<file path="src/rtl/pwm_two_stage_pkg.sv">
package pwm_two_stage_pkg;

  // Clock cycles per step, never below 1.
  function automatic int unsigned step_div(longint unsigned clk_hz,
                                           longint unsigned pwm_hz,
                                           int unsigned res);
    longint unsigned d;
    d = clk_hz / (pwm_hz << res);
    if (d == 0) d = 1;
    return int'(d);
  endfunction

  // max(1, ceil(log2(n)))
  function automatic int unsigned ctr_width(int unsigned n);
    if (n <= 2) return 1;
    return $clog2(n);
  endfunction

endpackage

</file>
<file path="src/rtl/pwm_prescaler.sv">
module pwm_prescaler #(
  parameter int unsigned DIV = 250,
  parameter int unsigned W   = 8
) (
  input  logic         clk_i,
  input  logic         rst_ni,
  output logic         tick_o,
  output logic [W-1:0] pre_o
);
  localparam logic [W-1:0] LAST = W'(DIV - 1);

  logic [W-1:0] pre_q;

  generate
    if (DIV == 1) begin : g_every
      always_ff @(posedge clk_i or negedge rst_ni) begin
        if (!rst_ni) pre_q <= '0;
        else         pre_q <= '0;
      end
      assign tick_o = 1'b1;
    end else begin : g_div
      always_ff @(posedge clk_i or negedge rst_ni) begin
        if (!rst_ni)     pre_q <= '0;
        else if (tick_o) pre_q <= '0;
        else             pre_q <= pre_q + 1'b1;
      end
      assign tick_o = (pre_q == LAST);


      pre_step_chk: assert property (@(posedge clk_i) disable iff (!rst_ni)
        !tick_o |=> pre_q == W'($past(pre_q) + 1'b1));
    end
  endgenerate

  assign pre_o = pre_q;


  pre_range_chk: assert property (@(posedge clk_i) disable iff (!rst_ni)
    pre_q <= LAST);

endmodule

</file>
<file path="src/rtl/pwm_step_ctr.sv">
module pwm_step_ctr #(
  parameter int unsigned RES_BITS = 4
) (
  input  logic                clk_i,
  input  logic                rst_ni,
  input  logic                tick_i,
  output logic [RES_BITS-1:0] step_o,
  output logic                wrap_o
);
  logic [RES_BITS-1:0] step_q;

  always_ff @(posedge clk_i or negedge rst_ni) begin
    if (!rst_ni)     step_q <= '0;
    else if (tick_i) step_q <= step_q + 1'b1;
  end

  assign step_o = step_q;
  assign wrap_o = tick_i && (&step_q);


  step_hold_chk: assert property (@(posedge clk_i) disable iff (!rst_ni)
    !tick_i |=> $stable(step_q));


  step_inc_chk: assert property (@(posedge clk_i) disable iff (!rst_ni)
    tick_i |=> step_q == RES_BITS'($past(step_q) + 1'b1));

endmodule

</file>
<file path="src/rtl/pwm_duty_cmp.sv">
module pwm_duty_cmp #(
  parameter int unsigned RES_BITS = 4
) (
  input  logic                clk_i,
  input  logic                rst_ni,
  input  logic                wrap_i,
  input  logic [RES_BITS-1:0] duty_i,
  input  logic [RES_BITS-1:0] step_i,
  output logic                pwm_o
);
  logic [RES_BITS-1:0] duty_q;

  // Capture only at period start: no partial pulses.
  always_ff @(posedge clk_i or negedge rst_ni) begin
    if (!rst_ni)     duty_q <= '0;
    else if (wrap_i) duty_q <= duty_i;
  end

  assign pwm_o = (step_i < duty_q);


  duty_hold_chk: assert property (@(posedge clk_i) disable iff (!rst_ni)
    !wrap_i |=> $stable(duty_q));


  zero_low_chk: assert property (@(posedge clk_i) disable iff (!rst_ni)
    (duty_q == '0) |-> !pwm_o);


  last_step_low_chk: assert property (@(posedge clk_i) disable iff (!rst_ni)
    (&step_i) |-> !pwm_o);

endmodule

</file>
<file path="src/rtl/pwm_two_stage.sv">
module pwm_two_stage #(
  parameter int unsigned CLK_HZ   = 100_000_000,
  parameter int unsigned PWM_HZ   = 25_000,
  parameter int unsigned RES_BITS = 4
) (
  input  logic                clk_i,
  input  logic                rst_ni,
  input  logic [RES_BITS-1:0] duty_i,
  output logic                pwm_o
);
  import pwm_two_stage_pkg::*;

  localparam int unsigned DIV   = step_div(CLK_HZ, PWM_HZ, RES_BITS);
  localparam int unsigned PRE_W = ctr_width(DIV);

  logic                tick;
  logic                wrap;
  logic [PRE_W-1:0]    pre;
  logic [RES_BITS-1:0] step;

  pwm_prescaler #(.DIV(DIV), .W(PRE_W)) u_pre (
    .clk_i  (clk_i),
    .rst_ni (rst_ni),
    .tick_o (tick),
    .pre_o  (pre)
  );

  pwm_step_ctr #(.RES_BITS(RES_BITS)) u_step (
    .clk_i  (clk_i),
    .rst_ni (rst_ni),
    .tick_i (tick),
    .step_o (step),
    .wrap_o (wrap)
  );

  pwm_duty_cmp #(.RES_BITS(RES_BITS)) u_cmp (
    .clk_i  (clk_i),
    .rst_ni (rst_ni),
    .wrap_i (wrap),
    .duty_i (duty_i),
    .step_i (step),
    .pwm_o  (pwm_o)
  );


  rise_at_start_chk: assert property (@(posedge clk_i) disable iff (!rst_ni)
    $rose(pwm_o) |-> (step == '0) && (pre == '0));


  reset_low_chk: assert property (@(posedge clk_i)
    !rst_ni |-> !pwm_o);

endmodule

</file>
<file path="config.mk">
export PLATFORM = sky130hd
export DESIGN_NAME = pwm_two_stage
export DESIGN_NICKNAME = d
export VERILOG_FILES = /design/src/rtl/pwm_two_stage_pkg.sv /design/src/rtl/pwm_prescaler.sv /design/src/rtl/pwm_step_ctr.sv /design/src/rtl/pwm_duty_cmp.sv /design/src/rtl/pwm_two_stage.sv
export SDC_FILE = /design/constraint.sdc
export NUM_CORES = 1
export LEC_CHECK = 0
export BUFFER_PORTS_ARGS = -buffer_cell sky130_fd_sc_hd__buf_2
export CORE_AREA = 2 2 41 43
export CTS_BUF_LIST = sky130_fd_sc_hd__clkbuf_4
export CTS_CLUSTER_SIZE = 30
export DETAILED_ROUTE_END_ITERATION = 6
export DIE_AREA = 0 0 43 45
export HOLD_SLACK_MARGIN = 0.05
export PLACE_DENSITY = 0.73
export SYNTH_ARGS = -nofsm -noshare
export SYNTH_HDL_FRONTEND = slang
export SYNTH_HIERARCHICAL = 1
export SYNTH_SLANG_ARGS = --single-unit
export TNS_END_PERCENT = 100
</file>
<file path="constraint.sdc">
create_clock -name clk_i -period 2.38 [get_ports clk_i]
set_input_delay 0.238 -clock clk_i [delete_from_list [all_inputs] [get_ports clk_i]]
set_output_delay 0.238 -clock clk_i [all_outputs]
set_load 0.03 [all_outputs]
</file>
* Word-level counts from Yosys, hierarchy flattened *
Index checks and enable logic that the tools add are counted.
Widths: inputs -> output; s select.

word-level totals
  flip-flop bits (word level) = 16
  latch bits = 0
  RAM bits = 0
  bits in read-only memories = 0
  input port bits = 6
  output and inout port bits = 1
  logic and storage cells = 10
  memories kept = 0

operators by class
  add/sub/neg operators = 2
  multipliers = 0
  div/mod/pow operators = 0
  magnitude comparators = 1
  equality and inequality tests = 1
  shifts and indexed selects = 0
  muxes and demuxes = 1
  bitwise operators = 0
  reduce and logical (&&, ||, !) cells = 2

operators with widths
  kind                 count
  $add 8x1->8 const B  1
  $eq 8x8->1 const B   1
  $mux 8               1
  $add 4x1->4 const B  1
  $lt 4x4->1           1
  $reduce_and 4->1     1
  $logic_and 1x1->1    1

* Logic depth before layout (Yosys ltp) *
Gate-level depths: netlist of the first run.

  depth in word-level cells = 2
  depth in mapped cells = 8
  mapped depth without buffers = 8

* Cells and area by module *
Netlist of the first run, hierarchy kept.

modules (own cells, without submodules)
  module         instances  cells an instance  area each (sq um)  sequential area each (sq um)
  pwm_prescaler  1          41                 414.1              200.2
  pwm_duty_cmp   1          24                 215.2              100.1
  pwm_step_ctr   1          13                 167.7              100.1

* Worst setup path before layout of the first run *
No wires, ideal clock.

  path type = register -> register
  from = reg u_pre.pre_q[1], in the netlist u_pre/pre_o[1]
  to = reg u_cmp.duty_q[3]
  setup time = 138 ps
  arrival = 1,544 ps
  required time = 2,242 ps
  setup slack = 698 ps
  cell stages (with the launch flop) = 8
  buffers on the path = 0
  period minus slack after synthesis = 1,682 ps
  cells stage by stage = dfrtp_1 > inv_1 > ha_1 > nand4b_1 > nor2_2 > nand2_1 > nor2_1 > o21ai_0

on the way
  cells in the longest elaborated chain, start to end = 2

RTL lines
  element                 RTL line             source
  from (decl)             pwm_prescaler.sv:12  logic [W-1:0] pre_q;
  from (signal assigned)  pwm_prescaler.sv:25  else pre_q <= pre_q + 1'b1;
  $eq 8x8->1              pwm_prescaler.sv:27  assign tick_o = (pre_q == LAST);
  named net tick          pwm_two_stage.sv:16  logic tick;
  $logic_and 1x1->1       pwm_step_ctr.sv:18   assign wrap_o = tick_i && (&step_q);
  named net wrap          pwm_two_stage.sv:17  logic wrap;
  to (signal assigned)    pwm_duty_cmp.sv:16   else if (wrap_i) duty_q <= duty_i;
  to (decl)               pwm_duty_cmp.sv:11   logic [RES_BITS-1:0] duty_q;

The timed path passes the listed nets, and every way through them passes these cells.
A chain may end at the register's enable or synchronous reset.

* Worst setup path after layout of the first run *
  from = reg u_step.step_q[2], in the netlist u_step/step_o[2]
  to = out pwm_o

on the way
  cells in the longest elaborated chain, start to end = 1

RTL lines
  element                 RTL line            source
  from (decl)             pwm_step_ctr.sv:10  logic [RES_BITS-1:0] step_q;
  from (signal assigned)  pwm_step_ctr.sv:14  else if (tick_i) step_q <= step_q + 1'b1;
  $lt 4x4->1              pwm_duty_cmp.sv:19  assign pwm_o = (step_i < duty_q);
  to (decl)               pwm_two_stage.sv:9  output logic pwm_o

No other way between the ends.

==> impl_metrics.ini, run 1 <==
[layout]
multi_input_area_sq_um = 359
diodes = 0
final_nets = 102
seq_area_sq_um = 400
fillers = 138
drive_gt1_frac = 0.148
utilization = 0.595
syn2layout_area_growth_pct = 9.89

[power]
p_per_area_mw_per_mm2 = 480
finalPower_w = 0.000420
leakage_nw = 0.409
ir_drop_v = 0.000386

[global_routing]
overflow = 0
grt_pass1_wl_um = 2370
grt_usage = 0.176
grt_pass1_vias = 533
grt_start_max_net_pins = 17
antenna_found_initial = 0

[flow_run]
max_cap_viol_count = 0

[clock_tree]
cts_num_sinks = 16
clockRootBuffer = clkbuf_4
htree_levels = 1
cts_buffer_depth = 2
cts_resized = 0
tritoncts = done
post-cts-setup-buffers = 0
cts_buffers = 3
clk_latency_ps = 280
path_clk_slew_ps = 90

[setup_path]
critPathArrivalTime_ps = 1490
crit_required_ps = 2140
worstPathCellList = ha_1 > nor3_1 > a211o_1 > buf_2
crit_fanout = 4
path_buf_inv = 1
cp_top_family = flip-flops
worstSetupPathType = reg2out
slowest_stage = dfrtp_1
end_kind = primary output
ff2ff_setup_slack_ps = 680
cp-start-kind = register
critPathMaxStageDelay_ps = 430

[drt]
drc_errors = 0
wl_um = 1310
drt_first_pass_iters = 2
drt_iter0_markers = 4
met1_length_um = 668
met3RoutedLength_um = 26
vias = 551
avgRoutedWirePerCell_um = 12.6
vias_per_cell = 5.30
wl_met2_um = 599
route.top_layer_used = met4
ant_nets = 0

[yosys]
synth_compound_gate_area_share = 0.0911
synth.net_count = 90
yosys.area_share.adder = 0.0942
ys_ff_latch = 16
syn_area_per_cell_sq_um = 10.2
synth_mux_area_frac = 0.0141
synth_top_family_by_area = simple AND/OR/NAND/NOR gates
synth.distinct_cells = 22
syn-instance-count = 78
synth_seq_area_share = 0.502
synth_xor_area_frac = 0.0659
synth_area_sq_um = 797
synthSimpleGateAreaFrac = 0.185
ys_top_cells_by_area = dfrtp_1 (50%), ha_1 (9.4%), o21ai_0 (5.0%)
synth_warnings = 6
yosysTopAreaCell = dfrtp_1
synth_top_area_share = 0.502

[timing]
setup_viol = 0
rsz0062_at_grt = false
hold_viol = 0
worst_pin_slew_ps = 416
setup_tns_ps = 0
hold_ws_ps = 156
timing.fmax_mhz = 578
slew_headroom = 0.722
min_period_ps = 1730
skew_ps = 1.25
report.final.slew_viol_count = 0
timing.final.ws_setup_ps = 651
fin_crit_sh = 0.726

[place]
dp_hpwl_um = 1010
pre_cts_ws_ps = 707
port_buffers = 6
gp_congestion = 0.720

[floorplan]
core_sq_mm = 0.00147
num_rows = 14
die_x_um = 43
die_h_um = 45
start_util = 0.542
io-pin-count = 7
dieArea_sq_mm = 0.00194

[min_path]
hp-class = in2reg

[run_status]
outcome = completed
-- cell usage in the layout (no fill, tap or decap) --
cell type	netlist	routed
dfrtp_1	16	16
o21ai_0	8	8
nand2_1	8	8
inv_1	7	7
nor2_1	7	7
buf_2	0	6
ha_1	6	6
clkbuf_4	0	3
a21oi_1	3	3
xor2_1	3	3
xnor2_1	3	3
nor3_1	2	2
nand3_1	2	2
or3_1	2	2
nand4_1	2	2
dlygate4sd3_1	0	1
buf_4	0	1
a211o_1	1	1
nand3b_1	1	1
o311ai_1	1	1
nand3_4	1	1
nand4b_1	1	1
nor2_2	1	1
nand2b_1	1	1
mux2_2	1	1
-- flip-flops by register name, summed over array words and instances (netlist names) --
register and flops:
u_cmp/duty_q 4, u_pre/pre_o 8, u_step/step_o 4
-- layer usage --
layer / vias up / global-route usage
li1: 286 / -
met1: 260 / 0.224
met2: 3 / 0.261
met3: 2 / 0.0600
met4: 0 / 0.109
met5: - / 0
-- worst min-delay path, stage by stage --
cell	delay (ps)
buf_2	80
nand2_1	30
o21ai_0	50
-- where the power goes --
| group | internal [W] | leakage, nW | switching, W |
|---|---|---|---|
| logic | 0.00000393 | 0.207 | 0.00000601 |
| clock network | 0.0000587 | 0.0138 | 0.0000799 |
| registers | 0.000272 | 0.188 | 0 |
-- synth_stat cells, drive strengths merged --
library cell,number
inv,7
ha,6
mux2,1
nand2b,1
a211o,1
a21oi,3
buf,1
nand4,2
nand3b,1
o311ai,1
xor2,3
nor2,8
or3,2
dfrtp,16
nand3,3
o21ai,8
nand2,8
nand4b,1
xnor2,3
nor3,2
-- final cells by class --
class	count	area share
flip-flops and latches	16	0.457
well taps	16	0.0229
multi-input cells	54	0.410
clock buffers	3	0.0257
repair buffers	8	0.0543
inverters	7	0.0300
-- path summary, 6_finish.rpt --
kind / from / end / depth (start not counted)
min in group asynchronous: rst_ni / u_pre/pre_o[5] / 2
setup / recovery: u_step/step_o[2] / pwm_o / 4
hold / removal: duty_i[0] / u_cmp/duty_q[0] / 3
hold reg to reg: u_step/step_o[3] / u_step/step_o[3] / 1
setup reg to reg: u_pre/pre_o[0] / u_cmp/duty_q[3] / 6
max in group asynchronous: rst_ni / u_cmp/duty_q[1] / 2
-- stage by stage --
step | area (sq um) | cells
finish | 876 | 104
CTS | 876 | 104
global route | 876 | 104
floorplan | 797 | 78
global placement | 843 | 100
detailed placement | 843 | 100
-- repair_timing --
action                                  in CTS  in global routing
endpoints found under the setup margin       0                  0
hold buffers                                 1                  0
hold endpoints to repair                    16                  0
-- kinds of logic after synthesis --
family                     after synthesis
AOI/OAI and AO/OA                       13
xor gates and xnor gates                 6
adders and majority gates                6
buffers and inverters                    8
DFF                                     16
muxes                                    1
and+or+nand+nor                         28
Note: power is estimated with default switching activity, not from simulation.
==> run 2, diff against run 1 <==
--- a/config.mk
+++ b/config.mk
@@ -5,12 +5,13 @@
 export SDC_FILE = /design/constraint.sdc
 export NUM_CORES = 1
 export LEC_CHECK = 0
+export ABC_AREA = 1
 export BUFFER_PORTS_ARGS = -buffer_cell sky130_fd_sc_hd__buf_2
-export CORE_AREA = 2 2 41 43
+export CORE_AREA = 2 2 42 44
 export CTS_BUF_LIST = sky130_fd_sc_hd__clkbuf_4
 export CTS_CLUSTER_SIZE = 30
 export DETAILED_ROUTE_END_ITERATION = 6
-export DIE_AREA = 0 0 43 45
+export DIE_AREA = 0 0 44 46
 export HOLD_SLACK_MARGIN = 0.05
 export PLACE_DENSITY = 0.73
 export SYNTH_ARGS = -nofsm -noshare
==> constraint.sdc (replaced) <==
create_clock -name clk_i -period 1.8 [get_ports clk_i]
set_input_delay 0.18 -clock clk_i [delete_from_list [all_inputs] [get_ports clk_i]]
set_output_delay 0.18 -clock clk_i [all_outputs]
set_load 0.03 [all_outputs]
==> run 2 against run 1 <==
- register-to-register slack worse by 520 ps
- routed wire length is 7.0% lower
- first-iteration DRC count is 25% higher
- combinational power is 33% higher
- global-route usage is 2.5 points lower
- utilization is 1.2 points lower
- non-clock buffer count is 1 higher
- largest cell class unchanged
==> impl_metrics.ini, run 2 <==
[timing]
fin_crit_sh = 0.927
slew_headroom = 0.770
worst_pin_slew_ps = 345
setup_viol = 0
hold_ws_ps = 112
hold_viol = 0
timing.final.ws_setup_ps = 132
setup_tns_ps = 0
min_period_ps = 1670
skew_ps = 3.46
report.final.slew_viol_count = 0
rsz0062_at_grt = false
timing.fmax_mhz = 600

[yosys]
synth_top_area_share = 0.475
synth.net_count = 108
syn-instance-count = 96
synth_seq_area_share = 0.475
synth_warnings = 6
ys_top_cells_by_area = dfrtp_1 (48%), nand2_1 (10%), ha_1 (8.9%)
synth_common_cells = nand2_1 (23), dfrtp_1 (16), inv_1 (13), nor2_1 (11), o21ai_0 (7)
synth.distinct_cells = 20
ys_ff_latch = 16
synthMostInstantiatedCell = nand2_1
synth_area_sq_um = 842
synth_flop_cell = dfrtp_1
syn_area_per_cell_sq_um = 8.77
async_flop_share = 1.00
yosysTopAreaCell = dfrtp_1
synth-edff-count = 0

[floorplan]
core_sq_mm = 0.00161
start_util = 0.522
die_h_um = 46
dieArea_sq_mm = 0.00202
die_x_um = 44
num_rows = 15
io-pin-count = 7

[layout]
syn2layout_area_growth_pct = 11.7
layout_common_cells = nand2_1 (23), dfrtp_1 (16), inv_1 (13)
largest_register_ffs = 8
final_nets = 122
layout_commonest_cell = nand2_1
drive_gt1_frac = 0.185
diodes = 0
final_area_sq_um = 941

[clock_tree]
htree_levels = 1
cts_num_sinks = 16
path_clk_slew_ps = 80
cts_buffer_depth = 2
tritoncts = done
clk_latency_ps = 270
cts_buffers = 3
clockRootBuffer = clkbuf_4

[drt]
vias = 586
vias_per_cell = 4.69
ant_nets = 0
drt_iter0_markers = 5
met1_length_um = 633
avgRoutedWirePerCell_um = 9.75
wl_um = 1220
met3RoutedLength_um = 45
wl_met2_um = 527
drt_first_pass_iters = 4
route.top_layer_used = met4
drc_errors = 0

[place]
placed_area_sq_um = 908
dp_hpwl_um = 933
port_buffers = 6
pre_cts_ws_ps = 172
gp_congestion = 0.735

[global_routing]
grt_usage = 0.152
grt_pass1_wl_um = 2210
antenna_found_initial = 0
overflow = 0
grt_pass1_vias = 510
grt_start_max_net_pins = 17

[min_path]
hp-class = in2reg

[setup_path]
cp-start-kind = register
slowest_stage = dfrtp_1
critPathArrivalTime_ps = 1490
end_kind = primary output
critPathMaxStageDelay_ps = 400
rr_startpoint = u_pre/pre_o[1]
worstSetupPathType = reg2out
rr_endpoint = u_cmp/duty_q[0]
crit_fanout = 3
worstPathCellList = ha_1 > a21o_1 > a21oi_1 > buf_2
critPathCapture = pwm_o
crit_required_ps = 1620
ff2ff_setup_slack_ps = 160
r2r_cells = 9
startpoint = u_step/step_o[3]

[run_status]
outcome = completed

[power]
leakage_nw = 0.507
ir_drop_v = 0.000413
p_per_area_mw_per_mm2 = 582

[flow_run]
max_cap_viol_count = 0
==> run 2: metrics by stage <==
stage	power, W	std cells	utilization
2_1_floorplan	0.000366	96	-
3_3_place_gp	0.000378	121	0.563
3_5_place_dp	0.000379	121	0.563
4_1_cts	0.000561	125	0.583
5_1_grt	0.000580	125	0.583
6_report	0.000548	125	0.583
==> run 2: worst max-delay path, delay by kind of cell (launching register included) <==
family / cells / cell delay [ps]
DFF: 1 / 400
adders and majority gates: 1 / 310
AOI/OAI and AO/OA: 2 / 290
buffers and inverters: 1 / 210
==> run 2: logic make-up after synthesis <==
group,share of synthesized area
flip-flops,0.475
adder cells (fa/ha/maj),0.0892
AO/OA/AOI/OAI,0.0773
XOR/XNOR,0.0312
buffers and inverters,0.0698
multiplexers,0.0178
AND/OR/NAND/NOR,0.239
==> run 2: area by class of cell <==
type                    instances  area, sq um
clock buffers                   3         22.5
fillers                       145          673
inverters                      15         58.8
multi-input cells              65          383
flip-flops and latches         16          400
well taps                      17         21.3
repair buffers                  9         55.1
==> run 2: how the worst min path moves through the flow <==
stage | endpoint | cells past startpoint | startpoint | slack, ps
after floorplan | u_cmp/duty_q[0] | 0 | rst_ni | -120
after global placement | u_pre/pre_o[0] | 1 | rst_ni | 100
after detailed placement | u_pre/pre_o[0] | 1 | rst_ni | 110
after CTS | u_cmp/duty_q[2] | 3 | duty_i[2] | 100
after global routing | u_cmp/duty_q[3] | 3 | duty_i[3] | 110
final | u_cmp/duty_q[3] | 3 | duty_i[3] | 110
==> run 2: per-layer routing <==
metal / vias up / GRT usage
met3: 2 / 0.0476
met5: - / 0
met1: 250 / 0.220
li1: 327 / -
met2: 7 / 0.212
met4: 0 / 0.0545
==> run 2: repair_timing <==
item | 4_1_cts | 5_1_grt
endpoints found under the hold margin | 16 | 0
buffers inserted | 0 | 0
hold buffers | 1 | 0
gates resized for setup | 0 | 0
==> run 2: where the power goes <==
group	leakage, nW	switching, W	internal (W)
clock network	0.0138	0.0000980	0.0000774
registers	0.193	0	0.000359
logic	0.299	0.00000800	0.00000524
